===== config.mk =====
export PLATFORM = sky130hd
export DESIGN_NAME = gpio_port
export DESIGN_NICKNAME = d
export VERILOG_FILES = /design/src/rtl/gpio_port_pkg.sv /design/src/rtl/gpio_port_ctrl.sv /design/src/rtl/gpio_port_dp.sv /design/src/rtl/gpio_port.sv
export SDC_FILE = /design/constraint.sdc
export NUM_CORES = 1
export LEC_CHECK = 0
export BUFFER_PORTS_ARGS = -buffer_cell sky130_fd_sc_hd__buf_2
export CAP_MARGIN = 20
export CORE_ASPECT_RATIO = 2
export CORE_MARGIN = 4
export CORE_UTILIZATION = 50
export CTS_CLUSTER_DIAMETER = 200
export DETAILED_ROUTE_END_ITERATION = 10
export PLACE_DENSITY = 0.71
export SYNTH_ARGS = -nofsm -noshare
export SYNTH_HDL_FRONTEND = slang
export SYNTH_HIERARCHICAL = 1
export SYNTH_SLANG_ARGS = --single-unit

===== constraint.sdc =====
create_clock -name clk -period 1.3 [get_ports clk]
set_input_delay 0.13 -clock clk [delete_from_list [all_inputs] [get_ports clk]]
set_output_delay 0.13 -clock clk [all_outputs]
set_load 0.01 [all_outputs]

===== src/rtl/gpio_port_pkg.sv =====
package gpio_port_pkg;

  // Word addresses of the register file
  localparam int REG_DATA  = 0;
  localparam int REG_DIR   = 1;
  localparam int REG_PAD   = 2;
  localparam int REG_CFGLO = 3;
  localparam int REG_CFGHI = 4;
  localparam int REG_MASK  = 5;
  localparam int REG_STAT  = 6;
  localparam int REG_BOTH  = 7;
  localparam int NUM_REGS  = 8;
  localparam int SEL_W     = 3;

  // Strobes from control to datapath
  typedef struct packed {
    logic             wrData;
    logic             wrDir;
    logic             wrCfgLo;
    logic             wrCfgHi;
    logic             wrMask;
    logic             wrStat;
    logic             wrBoth;
    logic             rdEn;
    logic             hit;
    logic [SEL_W-1:0] rdSel;
  } strobe_t;

endpackage


===== src/rtl/gpio_port_ctrl.sv =====
module gpio_port_ctrl
  import gpio_port_pkg::*;
#(
  parameter int ADDR_W = 4,
  parameter int DATA_W = 32
) (
  input  logic              wrEn,
  input  logic              rdEn,
  input  logic [ADDR_W-1:0] addr,
  input  logic [DATA_W-1:0] wrData,
  output strobe_t           strb,
  output logic [DATA_W-1:0] clrMask
);

  logic             hit;
  logic [SEL_W-1:0] sel;

  assign hit = (addr < ADDR_W'(NUM_REGS));
  assign sel = addr[SEL_W-1:0];

  always_comb begin
    strb       = '0;
    strb.rdEn  = rdEn;
    strb.hit   = hit;
    strb.rdSel = sel;
    if (wrEn && hit) begin
      unique case (sel)
        SEL_W'(REG_DATA):  strb.wrData  = 1'b1;
        SEL_W'(REG_DIR):   strb.wrDir   = 1'b1;
        SEL_W'(REG_CFGLO): strb.wrCfgLo = 1'b1;
        SEL_W'(REG_CFGHI): strb.wrCfgHi = 1'b1;
        SEL_W'(REG_MASK):  strb.wrMask  = 1'b1;
        SEL_W'(REG_STAT):  strb.wrStat  = 1'b1;
        SEL_W'(REG_BOTH):  strb.wrBoth  = 1'b1;
        default: ;
      endcase
    end
  end

  // Write-one-to-clear mask for the status register
  assign clrMask = strb.wrStat ? wrData : '0;

endmodule


===== src/rtl/gpio_port_dp.sv =====
module gpio_port_dp
  import gpio_port_pkg::*;
#(
  parameter int DATA_W        = 32,
  parameter bit HAS_BOTH_EDGE = 1'b1,
  parameter bit SPLIT_IRQ     = 1'b0
) (
  input  logic              clk,
  input  logic              rst,
  input  strobe_t           strb,
  input  logic [DATA_W-1:0] wrData,
  input  logic [DATA_W-1:0] clrMask,
  input  logic [DATA_W-1:0] pinIn,
  output logic [DATA_W-1:0] pinOut,
  output logic [DATA_W-1:0] pinOe,
  output logic [1:0]        irq,
  output logic [DATA_W-1:0] rdData
);

  localparam int HALF  = DATA_W / 2;
  localparam int CFG_W = 2 * DATA_W;

  logic [DATA_W-1:0] outData;
  logic [DATA_W-1:0] dirReg;
  logic [DATA_W-1:0] padSamp;
  logic [DATA_W-1:0] padPrev;
  logic [CFG_W-1:0]  modeCfg;
  logic [DATA_W-1:0] maskReg;
  logic [DATA_W-1:0] statReg;
  logic [DATA_W-1:0] bothEdge;
  logic [DATA_W-1:0] detHit;
  logic [DATA_W-1:0] pend;
  logic [DATA_W-1:0] rdNext;

  always_ff @(posedge clk) begin
    if (rst) begin
      outData <= '0;
      dirReg  <= '0;
      padSamp <= '0;
      padPrev <= '0;
      modeCfg <= '0;
      maskReg <= '0;
      statReg <= '0;
    end else begin
      padSamp <= pinIn;
      padPrev <= padSamp;
      if (strb.wrData)  outData <= wrData;
      if (strb.wrDir)   dirReg  <= wrData;
      if (strb.wrCfgLo) modeCfg[DATA_W-1:0] <= wrData;
      if (strb.wrCfgHi) modeCfg[CFG_W-1:DATA_W] <= wrData;
      if (strb.wrMask)  maskReg <= wrData;
      // a detection in this cycle overrides a clear
      statReg <= (statReg & ~clrMask) | detHit;
    end
  end

  // Optional both-edges register
  generate
    if (HAS_BOTH_EDGE) begin : g_both
      always_ff @(posedge clk) begin
        if (rst)              bothEdge <= '0;
        else if (strb.wrBoth) bothEdge <= wrData;
      end
    end else begin : g_noBoth
      assign bothEdge = '0;
    end
  endgenerate

  // Per-pin trigger detection
  generate
    for (genvar i = 0; i < DATA_W; i++) begin : g_det
      logic [1:0] mode;
      logic       changed;
      assign mode    = modeCfg[2*i +: 2];
      assign changed = padSamp[i] ^ padPrev[i];
      always_comb begin
        if (dirReg[i])       detHit[i] = 1'b0;
        else if (bothEdge[i]) detHit[i] = changed;
        else if (mode[1])    detHit[i] = changed & (padSamp[i] != mode[0]);
        else                 detHit[i] = (padSamp[i] == mode[0]);
      end
    end
  endgenerate

  // Interrupt lines
  assign pend = statReg & maskReg;
  generate
    if (SPLIT_IRQ) begin : g_split
      assign irq[0] = |pend[HALF-1:0];
      assign irq[1] = |pend[DATA_W-1:HALF];
    end else begin : g_single
      assign irq[0] = |pend;
      assign irq[1] = 1'b0;
    end
  endgenerate

  // Pins
  assign pinOe  = dirReg;
  assign pinOut = outData & dirReg;

  // Read path
  always_comb begin
    unique case (strb.rdSel)
      SEL_W'(REG_DATA):  rdNext = (outData & dirReg) | (padSamp & ~dirReg);
      SEL_W'(REG_DIR):   rdNext = dirReg;
      SEL_W'(REG_PAD):   rdNext = padSamp & ~dirReg;
      SEL_W'(REG_CFGLO): rdNext = modeCfg[DATA_W-1:0];
      SEL_W'(REG_CFGHI): rdNext = modeCfg[CFG_W-1:DATA_W];
      SEL_W'(REG_MASK):  rdNext = maskReg;
      SEL_W'(REG_STAT):  rdNext = statReg;
      default:           rdNext = bothEdge;
    endcase
  end

  always_ff @(posedge clk) begin
    if (rst)            rdData <= '0;
    else if (strb.rdEn) rdData <= strb.hit ? rdNext : '0;
  end

endmodule


===== src/rtl/gpio_port.sv =====
module gpio_port
  import gpio_port_pkg::*;
#(
  parameter int ADDR_W        = 4,
  parameter int DATA_W        = 32,
  parameter bit HAS_BOTH_EDGE = 1'b1,
  parameter bit SPLIT_IRQ     = 1'b0
) (
  input  logic              clk,
  input  logic              rst,
  input  logic              wrEn,
  input  logic              rdEn,
  input  logic [ADDR_W-1:0] addr,
  input  logic [DATA_W-1:0] wrData,
  output logic [DATA_W-1:0] rdData,
  input  logic [DATA_W-1:0] pinIn,
  output logic [DATA_W-1:0] pinOut,
  output logic [DATA_W-1:0] pinOe,
  output logic [1:0]        irq
);

  strobe_t           strb;
  logic [DATA_W-1:0] clrMask;

  gpio_port_ctrl #(.ADDR_W(ADDR_W), .DATA_W(DATA_W)) u_ctrl (
    .wrEn(wrEn), .rdEn(rdEn), .addr(addr), .wrData(wrData),
    .strb(strb), .clrMask(clrMask)
  );

  gpio_port_dp #(
    .DATA_W(DATA_W), .HAS_BOTH_EDGE(HAS_BOTH_EDGE), .SPLIT_IRQ(SPLIT_IRQ)
  ) u_dp (
    .clk(clk), .rst(rst), .strb(strb), .wrData(wrData), .clrMask(clrMask),
    .pinIn(pinIn), .pinOut(pinOut), .pinOe(pinOe), .irq(irq), .rdData(rdData)
  );

endmodule


# Yosys cells after proc, flatten, opt, wreduce, memory -nomap -nowiden
# Cells that the tools add are included.
[totals] register_bits=320 latchBits=0 mem_bits_rw=0 mem_bits_ro=0 inputBits=72 output_inout_bits=98 word_cells=264 n_memories=0
[classes] n_addsub=0 mul=0 n_div=0 order_cmp=1 eq_ne=71 shift=0 n_mux=107 bitwise_logic=72 n_reduce_logical=3
[ops] operator="case mux 32 bit (7 select lines)" count=1
[ops] operator="bitwise AND 32 bit" count=4
[ops] operator="two-way mux 1 bit" count=103
[ops] operator="two-way mux 32 bit" count=2
[ops] operator="NOT 32 bit" count=2
[ops] operator="bitwise OR 32 bit" count=2
[ops] operator="bitwise AND 1 bit" count=32
[ops] operator="== test 1 bit" count=32
[ops] operator="inequality test 1 bit" count=32
[ops] operator="OR reduction 32 bit" count=1
[ops] operator="bitwise XOR 1 bit" count=32
[ops] operator="== test 3 bit (second input constant)" count=4
[ops] operator="two-way mux 7 bit" count=1
[ops] operator="== test 3 x 2 -> 1 bit (second input constant)" count=2
[ops] operator="< comparator 4 bit (second input constant)" count=1
[ops] operator="== test 3 x 1 -> 1 bit (second input constant)" count=1
[ops] operator="zero test 3 bit" count=1
[ops] operator="logical AND 1 bit" count=1

# Logic depth before layout (Yosys ltp)
# Gate-level depths: netlist of run 1.
[depth] word_depth=7 depth_mapped=8 ltp_nobuf=5

# Modules after synthesis
# The synthesis of run 1 kept the hierarchy.
[modules_own_cells] module="gpio_port_dp" n_inst=1 cells_per_inst=1692 area_each_um2=15388.5 seq_area_each_um2=6406.1
[modules_own_cells] module="gpio_port_ctrl" n_inst=1 cells_per_inst=57 area_each_um2=381.6 seq_area_each_um2=0.0

# Worst setup path before layout of run 1
# Ideal clock, no wire load.
[synth_timing] path_type="input to register" start="in addr[3]" end="reg u_dp.maskReg[2]" setup_ns=0.130 arrival_ns=1.304 required_time_ns=1.170 path_slack_ns=-0.134 stages=7 n_path_buf=3 cell_sequence="and3b_1 > buf_6 > and3b_1 > clkbuf_1 > buf_2 > mux2i_1 > nor2_1"
[synth_lines] element="start: declaration" line="gpio_port.sv:13" text="input logic [ADDR_W-1:0] addr,"
[synth_lines] element="end signal: assignment" line="gpio_port_dp.sv:51" text="if (strb.wrMask) maskReg <= wrData;"
[synth_lines] element="end: declaration" line="gpio_port_dp.sv:28" text="logic [DATA_W-1:0] maskReg;"

# Final worst setup path of run 1
[layout_timing] start="reg u_dp.maskReg[13]" end="out irq[0]"
[layout_via] elab_chain_cells=2
[layout_rtl] element="bitwise AND 32 bit" line="gpio_port_dp.sv:86" text="assign pend = statReg & maskReg;"
[layout_rtl] element="OR reduction 32 bit" line="gpio_port_dp.sv:92" text="assign irq[0] = |pend;"
[layout_rtl] element="end: declaration" line="gpio_port.sv:19" text="output logic [1:0] irq"
# No other way between the ends.

==> results of run 1 <==
[critical path: cells and delay by family (launching register included)]
family,cells,cell delay (ns)
flip-flops,1,0.33
AND/OR/NAND/NOR,2,0.75
AO/OA/AOI/OAI,1,0.24
buffers and inverters,1,0.15
[metal layers]
layer  vias to the layer above  wire length [microns]  GRT usage (%)
met5                         -                      0              0
met4                         0                   5462          24.77
met3                       301                   3536          4.965
met2                       810                  29850          58.78
met1                      7562                  20750          35.01
li1                       7173                      -              -
[worst paths after layout]
check	from	end	slack, ns
worst max-delay path	u_dp/maskReg[13]	irq[0]	-0.88
worst max register to register	u_dp/pinOe[30]	u_dp/rdData[30]	-0.01
worst min-delay path	wrData[11]	u_dp/pinOe[11]	0.02
worst min register to register	u_dp/outData[23]	u_dp/outData[23]	0.52
[power groups by stage]
stage | clock network [W] | logic (W) | registers, W
2_1_floorplan | 0 | 0.00137 | 0.0105
3_3_place_gp | 0 | 0.00259 | 0.0106
3_5_place_dp | 0 | 0.00263 | 0.0106
4_1_cts | 0.00963 | 0.00286 | 0.0104
5_1_grt | 0.0100 | 0.00317 | 0.0104
6_report | 0.00956 | 0.00301 | 0.0104
[final cells by class]
type / instances / area (sq um) / area share, %
Antenna cell: 1 / 2.502 / 0.01127
Clock buffer: 49 / 973.4 / 4.382
Clock inverter: 7 / 100.1 / 0.4506
Inverter: 39 / 146.4 / 0.6590
Multi-Input combinational cell: 1274 / 9229 / 41.55
Sequential cell: 320 / 6561 / 29.54
Tap cell: 418 / 523.0 / 2.354
Timing Repair Buffer: 544 / 4678 / 21.06
[what timing repair did]
action | 4_1_cts | 5_1_grt
hold buffers | 65 | 0
buffers inserted | 64 | 14
pin swaps | 10 | 25
endpoints found under the hold margin | 199 | 0
gates resized for setup | 148 | 123
endpoints found under the setup margin | 67 | 88
[per-stage QoR]
stage | setup TNS (ns) | utilization, % | total power, W | hold slack (ns) | setup slack [ns]
floorplan | -2.004 | - | 0.01191 | 0.2582 | -0.06241
global placement | -59.78 | 61.65 | 0.01320 | 0.3371 | -0.4930
detailed placement | -62.27 | 61.65 | 0.01325 | 0.3426 | -0.4550
CTS | -2.781 | 70.00 | 0.02288 | 0.002614 | -0.7974
global route | -3.730 | 71.73 | 0.02364 | 0.01964 | -0.8922
finish | -2.542 | 71.73 | 0.02298 | 0.02480 | -0.8764
==> flow_metrics.py, run 1 <==
metrics = {
    "outcome": {
        "outcome": "finished, violations left",
        "violations": "negative setup slack",
    },
    "floorplan": {
        "die_h_microns": 259.1,
        "fp.dieArea_sq_um": 34610,
        "die_x_microns": 133.6,
        "start_util_pct": 50.90,
        "coreArea_sq_um": 30970,
        "ios": 170,
        "rows": 91,
    },
    "setup_path": {
        "slowest_delay_ns": 0.60,
        "cp_data_arrival_time_ns": 2.05,
        "required_ns": 1.17,
        "cp_max_fo": 2,
        "crit_path_start_kind": "flop",
        "crit_path_top_delay_cell": "or4_4",
        "setup.worst_path.class": "reg -> out",
        "end_kind": "output pin",
        "crit_chain": "a22oi_2 -> nand4_1 -> or4_4 -> buf_6",
        "reg2regPathDepth": 6,
    },
    "worst_hold_path": {
        "worstHoldPathType": "in -> reg",
        "min_path_cells": 4,
    },
    "finish": {
        "layout_commonest_cell": "buf_4",
        "fin_cells": 2652,
        "syn_to_final_growth_pct": 40.92,
        "final_nets": 2282,
        "fillers": 2276,
        "final_cell_area_sq_um": 22210,
        "drive_above_1_share_pct": 35.29,
        "largest_register_ffs": 64,
        "top_register": "u_dp/modeCfg",
        "final_cell_mix": "250 x buf_4, 230 x dfxtp_1, 209 x mux2i_1, 200 x nor2_1, 125 x buf_2",
    },
    "drt": {
        "num_vias": 15846,
        "wl_per_cell_microns": 22.47,
        "antenna_left": 0,
        "drcViolationCount": 0,
        "firstDrtPassIters": 8,
        "drtIter0Drc": 1402,
        "routed_wl_microns": 59590,
        "viasPerCell": 5.975,
    },
    "flow_run": {
        "maxCapViolations": 0,
    },
    "cts": {
        "clk_latency_ns": 0.60,
        "cts_num_sinks": 320,
        "cts_buffer_depth": 3,
        "path_clk_slew_ns": 0.06,
        "cts_buffers": 31,
        "htree_num_levels": 1,
        "cts_root_buffer": "clkbuf_16",
        "cts_tree": "done",
    },
    "power": {
        "p_per_area_nw_per_um2": 1035,
        "pwr-share-comb_pct": 13.1,
        "swShare_pct": 26.00,
        "peakVddDrop_mv": 1.068,
        "leakagePower_nw": 9.006,
        "power.internal_w": 0.01701,
        "power_frac_seq_pct": 45.3,
        "p_switching_w": 0.005977,
        "p_clk_share_pct": 41.6,
    },
    "global_route": {
        "grt.total_usage_pct": 33.11,
        "grt_pass1_vias": 15974,
        "grt_pass1_wl_microns": 90270,
        "grt_max_degree": 38,
        "grt-ovfl-total": 0,
        "antenna_found_initial": 1,
    },
    "timing": {
        "maxSlewViolCount": 0,
        "slew_headroom_pct": 64.65,
        "rsz0062_at_grt": "yes",
        "finalHoldViolations": 0,
        "setup_violations": 36,
        "skew_ns": 0.02450,
        "worstMarginPinSlew_ns": 0.5283,
        "finalCriticalPeriod_ns": 2.176,
        "fmax_mhz": 459.5,
        "period_share_pct": 167.4,
        "worst_slack_ns": -0.8764,
    },
    "synthesis": {
        "synth.avg_cell_area_sq_um": 9.018,
        "yosysWarningCount": 6,
        "synth_nets": 1820,
        "netlist_area_sq_um": 15760,
        "synthCells": 1748,
    },
    "placed_design": {
        "place_inst": 2460,
        "portBuffers": 168,
        "gp_congestion": 0.9379,
        "placed_area_sq_um": 19090,
        "post-dp-hpwl_microns": 41740,
    },
}
Note: power is estimated with default switching activity, not from simulation.
==> run 2: changes to the inputs <==
- CORE_UTILIZATION: 50 -> 42
- PLACE_DENSITY: 0.71 -> 0.62
- SYNTH_HIERARCHICAL: 1 -> default
==> run 2 against run 1 <==
The flow still finishes with violations (negative setup slack). Count of clock-buffer cells in the layout decreased by 2. Routed wire length increased by 3.9%. Final cell count increased by 6.7%. Critical path type unchanged. Largest power group unchanged.
==> flow_metrics.py, run 2 <==
metrics = {
    "outcome": {
        "outcome": "finished, violations left",
        "violations": "negative setup slack",
    },
    "synthesis": {
        "synth_nets": 2018,
        "synth_area_leader_cell": "dfxtp_1",
        "synth_cell_types": 44,
        "synthArstFlopShare_pct": 0,
        "synth_top_area_share_pct": 42.63,
        "ys_seq_area_share_pct": 42.63,
        "synth_common_cells": "466 x nand2_1, 320 x dfxtp_1, 254 x a21oi_1",
        "synth_ff_type": "dfxtp_1",
        "synth_seq_cells": 320,
        "synth.area.top_cells": "dfxtp_1 43%, nand2_1 12%, a21oi_1 8.5%",
        "synthCells": 1946,
        "synth.avg_cell_area_sq_um": 7.723,
        "post-synth-top-count-cell": "nand2_1",
        "synth_edf_count": 0,
        "netlist_area_sq_um": 15030,
        "yosysWarningCount": 0,
    },
    "drt": {
        "num_vias": 16483,
        "routed_wl_microns": 61890,
        "drcViolationCount": 0,
        "viasPerCell": 5.824,
        "antenna_left": 0,
        "drtIter0Drc": 1475,
        "firstDrtPassIters": 6,
        "wl_per_cell_microns": 21.87,
    },
    "setup_path": {
        "cp_data_arrival_time_ns": 2.19,
        "slowest_delay_ns": 0.63,
        "required_ns": 1.17,
        "end_kind": "output pin",
        "cp_max_fo": 2,
        "crit_path_top_delay_cell": "or4_4",
        "crit_path_start_kind": "flop",
        "setup.worst_path.class": "reg -> out",
        "crit_chain": "a22oi_2 -> nand4_1 -> or4_4 -> buf_6",
    },
    "placed_design": {
        "placed_area_sq_um": 18010,
        "place_inst": 2654,
        "gp_congestion": 0.9495,
        "post-dp-hpwl_microns": 43600,
        "portBuffers": 168,
    },
    "cts": {
        "clk_latency_ns": 0.58,
        "cts_tree": "done",
        "htree_num_levels": 1,
        "path_clk_slew_ns": 0.07,
        "cts_buffer_depth": 3,
        "cts_buffers": 30,
        "cts_num_sinks": 320,
        "cts_root_buffer": "clkbuf_16",
    },
    "floorplan": {
        "coreArea_sq_um": 35200,
        "ios": 170,
        "die_h_microns": 275.5,
        "start_util_pct": 42.70,
        "die_x_microns": 141.8,
        "fp.dieArea_sq_um": 39050,
        "rows": 97,
    },
    "timing": {
        "holdWs_ns": 0.06187,
        "finalCriticalPeriod_ns": 2.320,
        "fmax_mhz": 431.0,
        "maxSlewViolCount": 0,
        "worst_slack_ns": -1.020,
        "tns_ns": -2.271,
        "period_share_pct": 178.5,
        "rsz0062_at_grt": "yes",
        "skew_ns": 0.01702,
        "setup_violations": 22,
        "finalHoldViolations": 0,
    },
    "power": {
        "peakVddDrop_mv": 1.133,
        "p_per_area_nw_per_um2": 1070,
        "leakagePower_nw": 8.470,
    },
    "finish": {
        "largest_register_ffs": 64,
        "fin_cells": 2830,
        "top_register": "u_dp.modeCfg",
        "final_nets": 2431,
        "fillers": 3156,
        "layout_commonest_cell": "nand2_1",
        "drive_above_1_share_pct": 30.93,
        "syn_to_final_growth_pct": 39.70,
        "final_cell_mix": "463 x nand2_1, 245 x a21oi_1, 230 x buf_4, 210 x dfxtp_1, 147 x o21ai_0",
        "final_cell_area_sq_um": 20990,
    },
    "global_route": {
        "grt_max_degree": 39,
        "grt-ovfl-total": 0,
        "grt_pass1_wl_microns": 90870,
        "antenna_found_initial": 0,
        "grt_pass1_vias": 15618,
        "grt.total_usage_pct": 30.08,
    },
    "flow_run": {
        "maxCapViolations": 0,
    },
    "worst_hold_path": {
        "worstHoldPathType": "in -> reg",
    },
}
[run 2: cell count changes in the layout (fill, tap and decap cells not counted), moves of 29 or more]
| cell | delta |
|---|---|
| nand2_1 | +359 |
| a21oi_1 | +216 |
| mux2i_1 | -205 |
| nor2_1 | -169 |
| o22ai_1 | +63 |
| a221oi_1 | +56 |
| o21ai_0 | +53 |
| and3_1 | -37 |
| a221oi_2 | -35 |
| or2_2 | +32 |
| a31oi_1 | -31 |
| xor2_1 | +29 |
[run 2: through the flow]
step	power, W	util (%)	setup WS [ns]
after CTS	0.02242	58.28	-0.9811
after global routing	0.02312	59.63	-1.014
after global placement	0.01326	51.17	-0.5211
final	0.02246	59.65	-1.020
after floorplan	0.01190	-	-0.1127
after detailed placement	0.01330	51.17	-0.5089
[run 2: metal layers]
| layer | share of wire (%) | vias to the layer above | global-route usage (%) |
|---|---|---|---|
| met3 | 6.0 | 206 | 2.930 |
| li1 | - | 7600 | - |
| met5 | 0 | - | 0 |
| met1 | 35 | 7904 | 33.12 |
| met2 | 51 | 773 | 54.00 |
| met4 | 7.7 | 0 | 20.17 |
[run 2: logic make-up (layout without fill, tap and decap cells)]
| family | after synthesis | count (layout) | share of synthesized area [%] |
|---|---|---|---|
| and+or+nand+nor | 771 | 771 | 23.96 |
| buffers and inverters | 172 | 609 | 4.962 |
| muxes | 4 | 4 | 0.2664 |
| xor gates and xnor gates | 62 | 62 | 3.613 |
| AOI/OAI and AO/OA | 616 | 616 | 24.54 |
| DFF | 320 | 320 | 42.63 |
| other | 1 | 3 | 0.02495 |
[run 2: final cells by class]
class                   count  area [sq um]  area share [%]
flip-flops and latches    320          6639           31.62
diodes                      2         5.005         0.02384
multi-input cells        1454          8297           39.52
repair buffers            514          4358           20.76
well taps                 445         556.8           2.652
inverters                  39         146.4          0.6973
clock inverters             9         76.32          0.3635
clock buffers              47         915.9           4.363
[run 2: power breakdown]
| group | switching (W) | total, W | leakage, nW | internal, W |
|---|---|---|---|---|
| sequential | 0.000350 | 0.0104 | 2.67 | 0.0101 |
| combinational | 0.00160 | 0.00300 | 5.31 | 0.00139 |
| clock | 0.00402 | 0.00905 | 0.491 | 0.00503 |
| total | 0.00597 | 0.0225 | 8.47 | 0.0165 |
[run 2: final timing paths]
kind | from | to | slack, ns | depth (start not counted)
worst min-delay path | rdEn | u_dp.rdData[27] | 0.06 | 5
worst max register to register | u_dp.pinOe[21] | u_dp.rdData[21] | -0.12 | 6
worst min register to register | u_dp.outData[4] | u_dp.outData[4] | 0.46 | 2
worst max-delay path | u_dp.maskReg[21] | irq[0] | -1.02 | 4
[run 2: critical path: cells and delay by family, from the launching register on]
kind,cells,cell delay (ns)
flops,1,0.34
simple gates,2,0.90
compound gates,1,0.22
buf+inv,1,0.14
[run 2: what timing repair did]
action	CTS	global route
pin swaps	44	26
hold endpoints to repair	230	0
hold buffers	65	0
endpoints found under the setup margin	87	88
setup buffers	54	6
gates resized for setup	169	130
==> run 3: changes to the inputs <==
- CELL_PAD_IN_SITES_DETAIL_PLACEMENT: default -> 1
- CELL_PAD_IN_SITES_GLOBAL_PLACEMENT: default -> 1
- CORE_UTILIZATION: 42 -> 39
- PLACE_DENSITY: 0.62 -> 0.75
==> run 3 against run 2 <==
The run still ends with negative setup slack left. Non-clock buffer count decreased by 1. Clock power is 3.8% higher. Core utilization shrank 3.5 points. Critical path type unchanged. Critical endpoint unchanged.
==> flow_metrics.py, run 3 (same netlist as run 2, synthesis figures left out) <==
metrics = {
    "setup_path": {
        "slowest_delay_ns": 0.54,
        "cp_data_arrival_time_ns": 2.24,
        "required_ns": 1.17,
        "crit_path_top_delay_cell": "or4_4",
        "cp_max_fo": 2,
        "setup.worst_path.class": "reg -> out",
        "end_kind": "output pin",
        "crit_path_start_kind": "flop",
        "crit_chain": "a22oi_2 -> buf_4 -> nand4_1 -> or4_4 -> buf_6",
    },
    "finish": {
        "final_cell_mix": "463 x nand2_1, 243 x a21oi_1, 218 x buf_4, 193 x dfxtp_1, 146 x o21ai_0",
        "syn_to_final_growth_pct": 42.17,
        "layout_commonest_cell": "nand2_1",
        "final_cell_area_sq_um": 21370,
        "fillers": 4498,
        "largest_register_ffs": 64,
        "top_register": "u_dp.modeCfg",
        "final_nets": 2431,
        "fin_cells": 2897,
        "drive_above_1_share_pct": 32.59,
    },
    "timing": {
        "holdWs_ns": 0.1083,
        "finalHoldViolations": 0,
        "setup_violations": 45,
        "maxSlewViolCount": 0,
        "worst_slack_ns": -1.072,
        "period_share_pct": 182.4,
        "skew_ns": 0.01829,
        "finalCriticalPeriod_ns": 2.372,
        "rsz0062_at_grt": "yes",
        "fmax_mhz": 421.6,
    },
    "drt": {
        "viasPerCell": 5.935,
        "routed_wl_microns": 72410,
        "num_vias": 17194,
        "firstDrtPassIters": 6,
        "drcViolationCount": 0,
        "wl_per_cell_microns": 24.99,
        "antenna_left": 0,
        "drtIter0Drc": 1219,
    },
    "power": {
        "peakVddDrop_mv": 1.063,
        "swShare_pct": 27.35,
        "power.internal_w": 0.01671,
        "p_clk_share_pct": 40.8,
        "p_total_w": 0.02300,
        "pwr-share-comb_pct": 13.8,
        "p_switching_w": 0.006292,
        "power_frac_seq_pct": 45.4,
        "p_per_area_nw_per_um2": 1077,
        "leakagePower_nw": 8.562,
    },
    "floorplan": {
        "fp.dieArea_sq_um": 41930,
        "start_util_pct": 39.51,
        "die_x_microns": 146.8,
        "ios": 170,
        "rows": 101,
        "coreArea_sq_um": 38040,
        "die_h_microns": 285.6,
    },
    "global_route": {
        "grt_pass1_wl_microns": 106500,
        "grt.total_usage_pct": 32.61,
        "grt_pass1_vias": 18058,
        "antenna_found_initial": 1,
        "grt_max_degree": 58,
        "grt-ovfl-total": 0,
    },
    "cts": {
        "cts_tree": "done",
        "cts_root_buffer": "clkbuf_16",
        "cts_buffer_depth": 3,
        "cts_num_sinks": 320,
        "path_clk_slew_ns": 0.07,
        "htree_num_levels": 1,
        "clk_latency_ns": 0.59,
        "cts_buffers": 31,
    },
    "outcome": {
        "outcome": "finished, violations left",
        "violations": "negative setup slack",
    },
    "placed_design": {
        "post-dp-hpwl_microns": 48820,
        "dp_worst_setup_slack_ns": -0.5721,
        "place_inst": 2710,
        "placed_area_sq_um": 17990,
        "portBuffers": 168,
        "gp_congestion": 0.9071,
    },
    "flow_run": {
        "maxCapViolations": 0,
    },
    "worst_hold_path": {
        "worstHoldPathType": "in -> reg",
    },
}
[run 3: what timing repair did]
action / in CTS / in global routing
hold buffers: 67 / 0
pin swaps: 41 / 35
gates resized for setup: 219 / 139
setup endpoints to repair: 96 / 105
buffers inserted: 63 / 6
hold endpoints to repair: 230 / 0
[run 3: layout make-up]
cell class / instances / area, sq um / area share [%]
Inverter: 39 / 146.4 / 0.6852
Multi-Input combinational cell: 1454 / 8459 / 39.59
Clock inverter: 10 / 105.1 / 0.4919
Clock buffer: 45 / 908.4 / 4.252
Sequential cell: 320 / 6655 / 31.15
Tap cell: 515 / 644.4 / 3.016
Antenna cell: 1 / 2.502 / 0.01171
Timing Repair Buffer: 513 / 4444 / 20.80
[run 3: worst paths after layout]
kind,start,to,slack [ns],depth (start not counted)
setup / recovery,u_dp.statReg[23],irq[0],-1.07,5
hold / removal,rdEn,u_dp.rdData[19],0.11,5
setup reg to reg,u_dp.modeCfg[20],u_dp.rdData[20],-0.10,4
hold reg to reg,u_dp.outData[13],u_dp.outData[13],0.47,2
[run 3: power groups by stage]
stage          Clock (W)  Combinational, W  Sequential (W)
2_1_floorplan          0           0.00132          0.0106
3_3_place_gp           0           0.00262          0.0107
3_5_place_dp           0           0.00270          0.0107
4_1_cts          0.00942           0.00298          0.0104
5_1_grt          0.00986           0.00336          0.0105
6_report         0.00939           0.00317          0.0105
[run 3: layer usage]
layer | GRT usage, % | vias to the layer above | wire length, microns
li1 | - | 7581 | -
met5 | 0 | - | 13
met4 | 24.75 | 2 | 6433
met1 | 34.22 | 8595 | 25020
met2 | 58.90 | 731 | 37380
met3 | 3.598 | 285 | 3567
[run 3: critical path, delay by kind of cell (launching register included)]
| kind | cells | cell delay [ns] |
|---|---|---|
| compound gates | 1 | 0.21 |
| buf+inv | 2 | 0.28 |
| flops | 1 | 0.35 |
| simple gates | 2 | 0.81 |
[run 3: through the flow]
stage / setup TNS (ns) / util [%]
2_1_floorplan: -3.313 / -
3_3_place_gp: -44.42 / 47.30
3_5_place_dp: -55.05 / 47.30
4_1_cts: -3.261 / 54.67
5_1_grt: -4.618 / 56.16
6_report: -2.900 / 56.17
